**config.mk**
```make
export PLATFORM = sky130hd
export DESIGN_NAME = pdma_hs
export DESIGN_NICKNAME = d
export VERILOG_FILES = /design/src/rtl/pdma_hs_pkg.sv /design/src/rtl/pdma_hs_arb.sv /design/src/rtl/pdma_hs_ctrl.sv /design/src/rtl/pdma_hs_irq.sv /design/src/rtl/pdma_hs.sv
export SDC_FILE = /design/constraint.sdc
export NUM_CORES = 1
export LEC_CHECK = 0
export ABC_CLOCK_PERIOD_IN_PS = 3300
export BUFFER_PORTS_ARGS = -buffer_cell sky130_fd_sc_hd__buf_4
export CORE_ASPECT_RATIO = 0.75
export CORE_MARGIN = 10
export CORE_UTILIZATION = 40
export CTS_BUF_LIST = sky130_fd_sc_hd__clkbuf_4
export DETAILED_ROUTE_END_ITERATION = 16
export GPL_TIMING_DRIVEN = 0
export PLACE_DENSITY = 0.66
export SYNTH_ARGS = -nofsm -noshare
export SYNTH_HDL_FRONTEND = slang
export SYNTH_HIERARCHICAL = 1
export SYNTH_SLANG_ARGS = --single-unit
export TNS_END_PERCENT = 1
```
**constraint.sdc**
```tcl
create_clock -name clk_i -period 3.3 [get_ports clk_i]
set_input_delay 0.165 -clock clk_i [delete_from_list [all_inputs] [get_ports clk_i]]
set_output_delay 0.165 -clock clk_i [all_outputs]
set_load 0.005 [all_outputs]
```
**src/rtl/pdma_hs_pkg.sv**
```systemverilog
package pdma_hs_pkg;
  typedef enum logic {ST_IDLE, ST_BUSY} hs_state_e;
  typedef struct packed {
    logic burst;
    logic last;
  } req_kind_t;
endpackage

```
**src/rtl/pdma_hs_arb.sv**
```systemverilog
module pdma_hs_arb
  import pdma_hs_pkg::*;
#(
  parameter int N   = 16,
  parameter int IDW = $clog2(N)
) (
  input  logic [N-1:0]   burst_i,
  input  logic [N-1:0]   lburst_i,
  input  logic [N-1:0]   single_i,
  input  logic [N-1:0]   lsingle_i,
  input  logic [N-1:0]   block_i,
  output logic [N-1:0]   any_o,
  output logic           valid_o,
  output logic [IDW-1:0] idx_o,
  output req_kind_t      kind_o
);
  logic [N-1:0] elig;

  assign any_o   = burst_i | lburst_i | single_i | lsingle_i;
  assign elig    = any_o & ~block_i;
  assign valid_o = |elig;

  // scan downward so the lowest index is written last
  always_comb begin
    idx_o = '0;
    for (int i = N - 1; i >= 0; i--) begin
      if (elig[i]) idx_o = IDW'(i);
    end
  end

  always_comb begin
    kind_o.burst = burst_i[idx_o] | lburst_i[idx_o];
    kind_o.last  = kind_o.burst ? lburst_i[idx_o] : lsingle_i[idx_o];
  end
endmodule

```
**src/rtl/pdma_hs_ctrl.sv**
```systemverilog
module pdma_hs_ctrl
  import pdma_hs_pkg::*;
#(
  parameter int N   = 16,
  parameter int IDW = $clog2(N)
) (
  input  logic           clk_i,
  input  logic           rst_ni,
  input  logic           valid_i,
  input  logic [IDW-1:0] idx_i,
  input  req_kind_t      kind_i,
  input  logic [N-1:0]   any_i,
  input  logic           done_i,
  input  logic           cnt_zero_i,
  input  logic           err_i,
  output logic [N-1:0]   block_o,
  output logic           start_o,
  output logic [IDW-1:0] start_idx_o,
  output req_kind_t      start_kind_o,
  output logic [N-1:0]   clear_o,
  output logic [N-1:0]   tc_o,
  output logic           err_set_o,
  output logic           tc_set_o
);
  hs_state_e    state_q, state_d;
  logic [N-1:0] clr_d, tc_d, blk_d;
  logic         fin, tc_hit;

  assign fin    = (state_q == ST_BUSY) && done_i;
  assign tc_hit = start_kind_o.last | cnt_zero_i;

  always_comb begin
    state_d = state_q;
    clr_d   = '0;
    tc_d    = '0;
    unique case (state_q)
      ST_IDLE: if (valid_i) state_d = ST_BUSY;
      ST_BUSY: if (done_i) begin
        state_d            = ST_IDLE;
        clr_d[start_idx_o] = 1'b1;
        tc_d[start_idx_o]  = tc_hit;
      end
      default: state_d = ST_IDLE;
    endcase
    // hold-off ends once the peripheral drops every line
    blk_d = clr_d | (block_o & any_i);
  end

  assign err_set_o = fin & err_i;
  assign tc_set_o  = fin & tc_hit;

  always_ff @(posedge clk_i or negedge rst_ni) begin
    if (!rst_ni) begin
      state_q      <= ST_IDLE;
      start_o      <= 1'b0;
      start_idx_o  <= '0;
      start_kind_o <= '0;
      clear_o      <= '0;
      tc_o         <= '0;
      block_o      <= '0;
    end else begin
      state_q <= state_d;
      start_o <= (state_q == ST_IDLE) && valid_i;
      if ((state_q == ST_IDLE) && valid_i) begin
        start_idx_o  <= idx_i;
        start_kind_o <= kind_i;
      end
      clear_o <= clr_d;
      tc_o    <= tc_d;
      block_o <= blk_d;
    end
  end
endmodule

```
**src/rtl/pdma_hs_irq.sv**
```systemverilog
module pdma_hs_irq (
  input  logic clk_i,
  input  logic rst_ni,
  input  logic set_i,
  input  logic clr_i,
  input  logic en_i,
  output logic irq_o
);
  logic st_q;

  always_ff @(posedge clk_i or negedge rst_ni) begin
    if (!rst_ni)    st_q <= 1'b0;
    else if (set_i) st_q <= 1'b1;
    else if (clr_i) st_q <= 1'b0;
  end

  assign irq_o = st_q & en_i;
endmodule

```
**src/rtl/pdma_hs.sv**
```systemverilog
module pdma_hs
  import pdma_hs_pkg::*;
#(
  parameter int N   = 16,
  localparam int IDW = $clog2(N)
) (
  input  logic           clk_i,
  input  logic           rst_ni,
  input  logic [N-1:0]   burst_req_i,
  input  logic [N-1:0]   lburst_req_i,
  input  logic [N-1:0]   single_req_i,
  input  logic [N-1:0]   lsingle_req_i,
  input  logic           done_i,
  input  logic           cnt_zero_i,
  input  logic           err_i,
  input  logic           err_clr_i,
  input  logic           tc_clr_i,
  input  logic           err_en_i,
  input  logic           tc_en_i,
  output logic           start_o,
  output logic [IDW-1:0] start_periph_o,
  output logic           start_burst_o,
  output logic           start_last_o,
  output logic [N-1:0]   clear_o,
  output logic [N-1:0]   tc_o,
  output logic           irq_err_o,
  output logic           irq_tc_o,
  output logic           irq_o
);
  logic [N-1:0]   any, block;
  logic           valid;
  logic [IDW-1:0] idx;
  req_kind_t      kind, skind;
  logic [1:0]     set_v, clr_v, en_v, irq_v;

  pdma_hs_arb #(.N(N), .IDW(IDW)) u_arb (
    .burst_i  (burst_req_i),
    .lburst_i (lburst_req_i),
    .single_i (single_req_i),
    .lsingle_i(lsingle_req_i),
    .block_i  (block),
    .any_o    (any),
    .valid_o  (valid),
    .idx_o    (idx),
    .kind_o   (kind)
  );

  pdma_hs_ctrl #(.N(N), .IDW(IDW)) u_ctrl (
    .clk_i       (clk_i),
    .rst_ni      (rst_ni),
    .valid_i     (valid),
    .idx_i       (idx),
    .kind_i      (kind),
    .any_i       (any),
    .done_i      (done_i),
    .cnt_zero_i  (cnt_zero_i),
    .err_i       (err_i),
    .block_o     (block),
    .start_o     (start_o),
    .start_idx_o (start_periph_o),
    .start_kind_o(skind),
    .clear_o     (clear_o),
    .tc_o        (tc_o),
    .err_set_o   (set_v[0]),
    .tc_set_o    (set_v[1])
  );

  assign start_burst_o = skind.burst;
  assign start_last_o  = skind.last;

  assign clr_v = {tc_clr_i, err_clr_i};
  assign en_v  = {tc_en_i, err_en_i};

  // slot 0 error, slot 1 terminal count
  for (genvar g = 0; g < 2; g++) begin : g_irq
    pdma_hs_irq u_irq (
      .clk_i (clk_i),
      .rst_ni(rst_ni),
      .set_i (set_v[g]),
      .clr_i (clr_v[g]),
      .en_i  (en_v[g]),
      .irq_o (irq_v[g])
    );
  end

  assign irq_err_o = irq_v[0];
  assign irq_tc_o  = irq_v[1];
  assign irq_o     = |irq_v;
endmodule

```
==> run metrics <==
layout cell share with drive strength beyond 1=~36%; Post-Syn Nets=373; WHS=0.05061 ns; Primary FF master, synth=dfrtp_1; Post-synth EDFFs=0; vias=2,829; initial DRC count=194; R2R depth=11; met1 global-route usage=21.75%; GRT overflow=0; reg2reg setup slack=0.27 ns; hold depth=3; worst min-delay path class=in -> reg; htree depth=3; largest net degree at the start of global routing=59; wire per inst=17.69 um; post-CTS setup buffer count=0; commonest non-fill, non-tap cell in the layout=buf_4; most frequent cells in the layout=buf_4 (115), dfrtp_1 (58), nor2_1 (24); Slowest cell on crit path=or4_4; critical path depth in cells=12; Final setup viols=0; Hold Startpoint=tc_clr_i; crit path DAT=around 3.3 ns; grt met3 use=6.019%; DRT antenna net count=0; nets@finish=499; Hold Path Sink=g_irq[1].u_irq/st_q; crit path max fanout=10; first-pass GRT wire length=14.96 mm; critical path class=in -> reg; DP HPWL=7.605 mm; unrepaired setup endpoints after global routing=false; Worst R2R Start=u_ctrl/block_o[11]; area grow syn2layout=37.88%; GR Util met2=approximately a quarter; total CTS buffers=9; Max VDD drop=roughly 0.44 mV; total die area=11,380 um2; Netlist cell types=52; Syn Inst Count=300; fmax=0.3270 GHz; Worst Tran Pin Value=0.7068 ns; worst relative slew slack=52.88%; Pwr per Cell Area=653.9 nW/um2; CTS tree=done; vias per inst=5.308; CP peak stage delay=0.57 ns; Seq/Total Area, Yosys=48.49%; Fin Setup TNS=0 ns; worst-path cell chain=buf_4 -> or4_4 -> a211oi_2 -> a211oi_1 -> o31ai_1 -> buf_2 -> nand3_1 -> a32oi_1 -> mux2i_1 -> o211a_1 -> o2bb2ai_1 -> mux2_1; total global-route track usage=16.45%; CP startpoint kind=input pin; drt total wl=9.431 mm; antenna violations before repair=0; skew final=0.006582 ns; GR peak layer=met2; Syn Area/Cell=between 9 and 10 um2; Initial Util=around 41%; Worst-path clk slew=around 0.090 ns; CTS root buffer=clkbuf_4; Port Buf Inserts=114; Die Ht=roughly 95 um; number of global-route vias before repair=2,917; Ys Warns=6; MaxCap Viol Count=0; CP Buf/Inv Count=2; Final Wtd Congestion=0.9395; Lkg Pwr=1.963 nW; FF-to-FF End=u_ctrl/start_kind_o[0]; Ports=approximately 120; Final Cycle Share=92.68%; die width=119.9 um; Slew Viols, Final=0; minimum clock period=3.058 ns; CTS max path bufs=2; clk sinks=a little under 60; Cell Area, Synth=approximately 3000 um2; count of final hold-check violations=0; Placeable Area=about 7300 um2; residual DRC count=0; crit-path leading delay family=compound AO/OA/AOI/OAI gates; worst skew pair latency=~0.38 ns; CP Capture Type=flip-flop; #FFs+latches synth=58; WP data required=3.57 ns; status=finished clean; Rows=27; drt pass-1 iters=5; Async SR Flop Fraction=100.0%
-- logic make-up (layout without fill, tap and decap cells) --
| logic type | count (synthesis) | in the layout | synth area share [%] |
|---|---|---|---|
| AO/OA/AOI/OAI | 74 | 74 | 18.06 |
| buffers and inverters | 37 | 168 | 5.435 |
| multiplexers | 19 | 19 | 8.110 |
| other | 0 | 1 | 0 |
| flip-flops | 58 | 58 | 48.49 |
| AND/OR/NAND/NOR | 112 | 112 | 19.90 |
-- tightest hold or removal path, delay by kind of cell --
family          cells  cell delay [ns]
compound gates      1             0.09
buf+inv             2             0.15
-- flip-flops by register name, summed over array words and instances, names as in the netlist --
register and flops:
g_irq.u_irq/st_q 2, u_ctrl/block_o 16, u_ctrl/clear_o 16, u_ctrl/start_idx_o 4, u_ctrl/start_kind_o 2, u_ctrl/start_o 1, u_ctrl/state_q 1, u_ctrl/tc_o 16
-- per-layer routing --
| metal | part of all wire (%) | vias to the layer above |
|---|---|---|
| li1 | - | 1363 |
| met1 | 44 | 1342 |
| met2 | 46 | 118 |
| met3 | 9.3 | 6 |
| met4 | 0.38 | 0 |
| met5 | 0 | - |
-- cell usage after synthesis (all sizes together), types with 2 or more instances --
master	number	area [um2]
a211oi	4	40.03
a21o	3	22.52
a21oi	2	10.01
a32oi	12	105.1
and2	3	21.27
and3	2	12.51
buf	12	68.82
clkbuf	4	15.01
dfrtp	58	1451
inv	21	78.83
mux2	6	67.56
mux2i	10	100.1
mux4	3	75.07
nand2	22	85.09
nand2b	3	18.77
nand3	12	60.06
nand4	2	12.51
nand4b	2	17.52
nor2	25	110.1
nor2b	3	18.77
nor3	16	80.08
nor4	13	87.58
o211ai	2	15.01
o21ai	33	165.2
o22ai	4	25.02
o2bb2ai	3	26.28
o31ai	2	28.78
or2	3	18.77
or4	5	41.29
-- layout make-up --
class                      instances  area, um2
fill                             680       3171
inverter                          21      78.83
tap                              101      126.4
buffer                            16      83.83
multi-input combinational        205       1385
clock buffer                      10      75.07
sequential                        58       1451
timing repair buffer             115      865.8
antenna                            1      2.502
clock inverter                     6      57.56
-- per-stage QoR --
stage	instances	util, %	setup WS (ns)	total power [mW]	cell area [um2]
2_1_floorplan	300	-	0.5456	1.729	2993
3_3_place_gp	515	54.48	-0.1313	2.200	3975
3_5_place_dp	515	54.48	-0.1176	2.211	3975
4_1_cts	532	56.43	0.3043	2.700	4118
5_1_grt	532	56.52	0.02269	2.887	4124
6_report	533	56.55	0.2416	2.698	4126
-- what timing repair did --
action,in CTS,in global routing
resized for setup,0,1
hold endpoints to repair,58,0
setup endpoints to repair,0,1
hold buffers,1,0
-- report_power, final --
group | switching (mW) | internal, mW
logic | 0.753 | 0.556
registers | 0.0832 | 0.825
clock network | 0.247 | 0.235
total | 1.08 | 1.61
-- how the worst max path moves through the flow --
stage                    startpoint                      to
global placement    burst_req_i[12]  u_ctrl/start_kind_o[0]
detailed placement  burst_req_i[12]  u_ctrl/start_kind_o[0]
finish              burst_req_i[11]  u_ctrl/start_kind_o[0]
global route         burst_req_i[5]  u_ctrl/start_kind_o[0]
floorplan           burst_req_i[11]  u_ctrl/start_kind_o[0]
CTS                 burst_req_i[12]  u_ctrl/start_kind_o[0]
(Power assumes the default switching activity.)
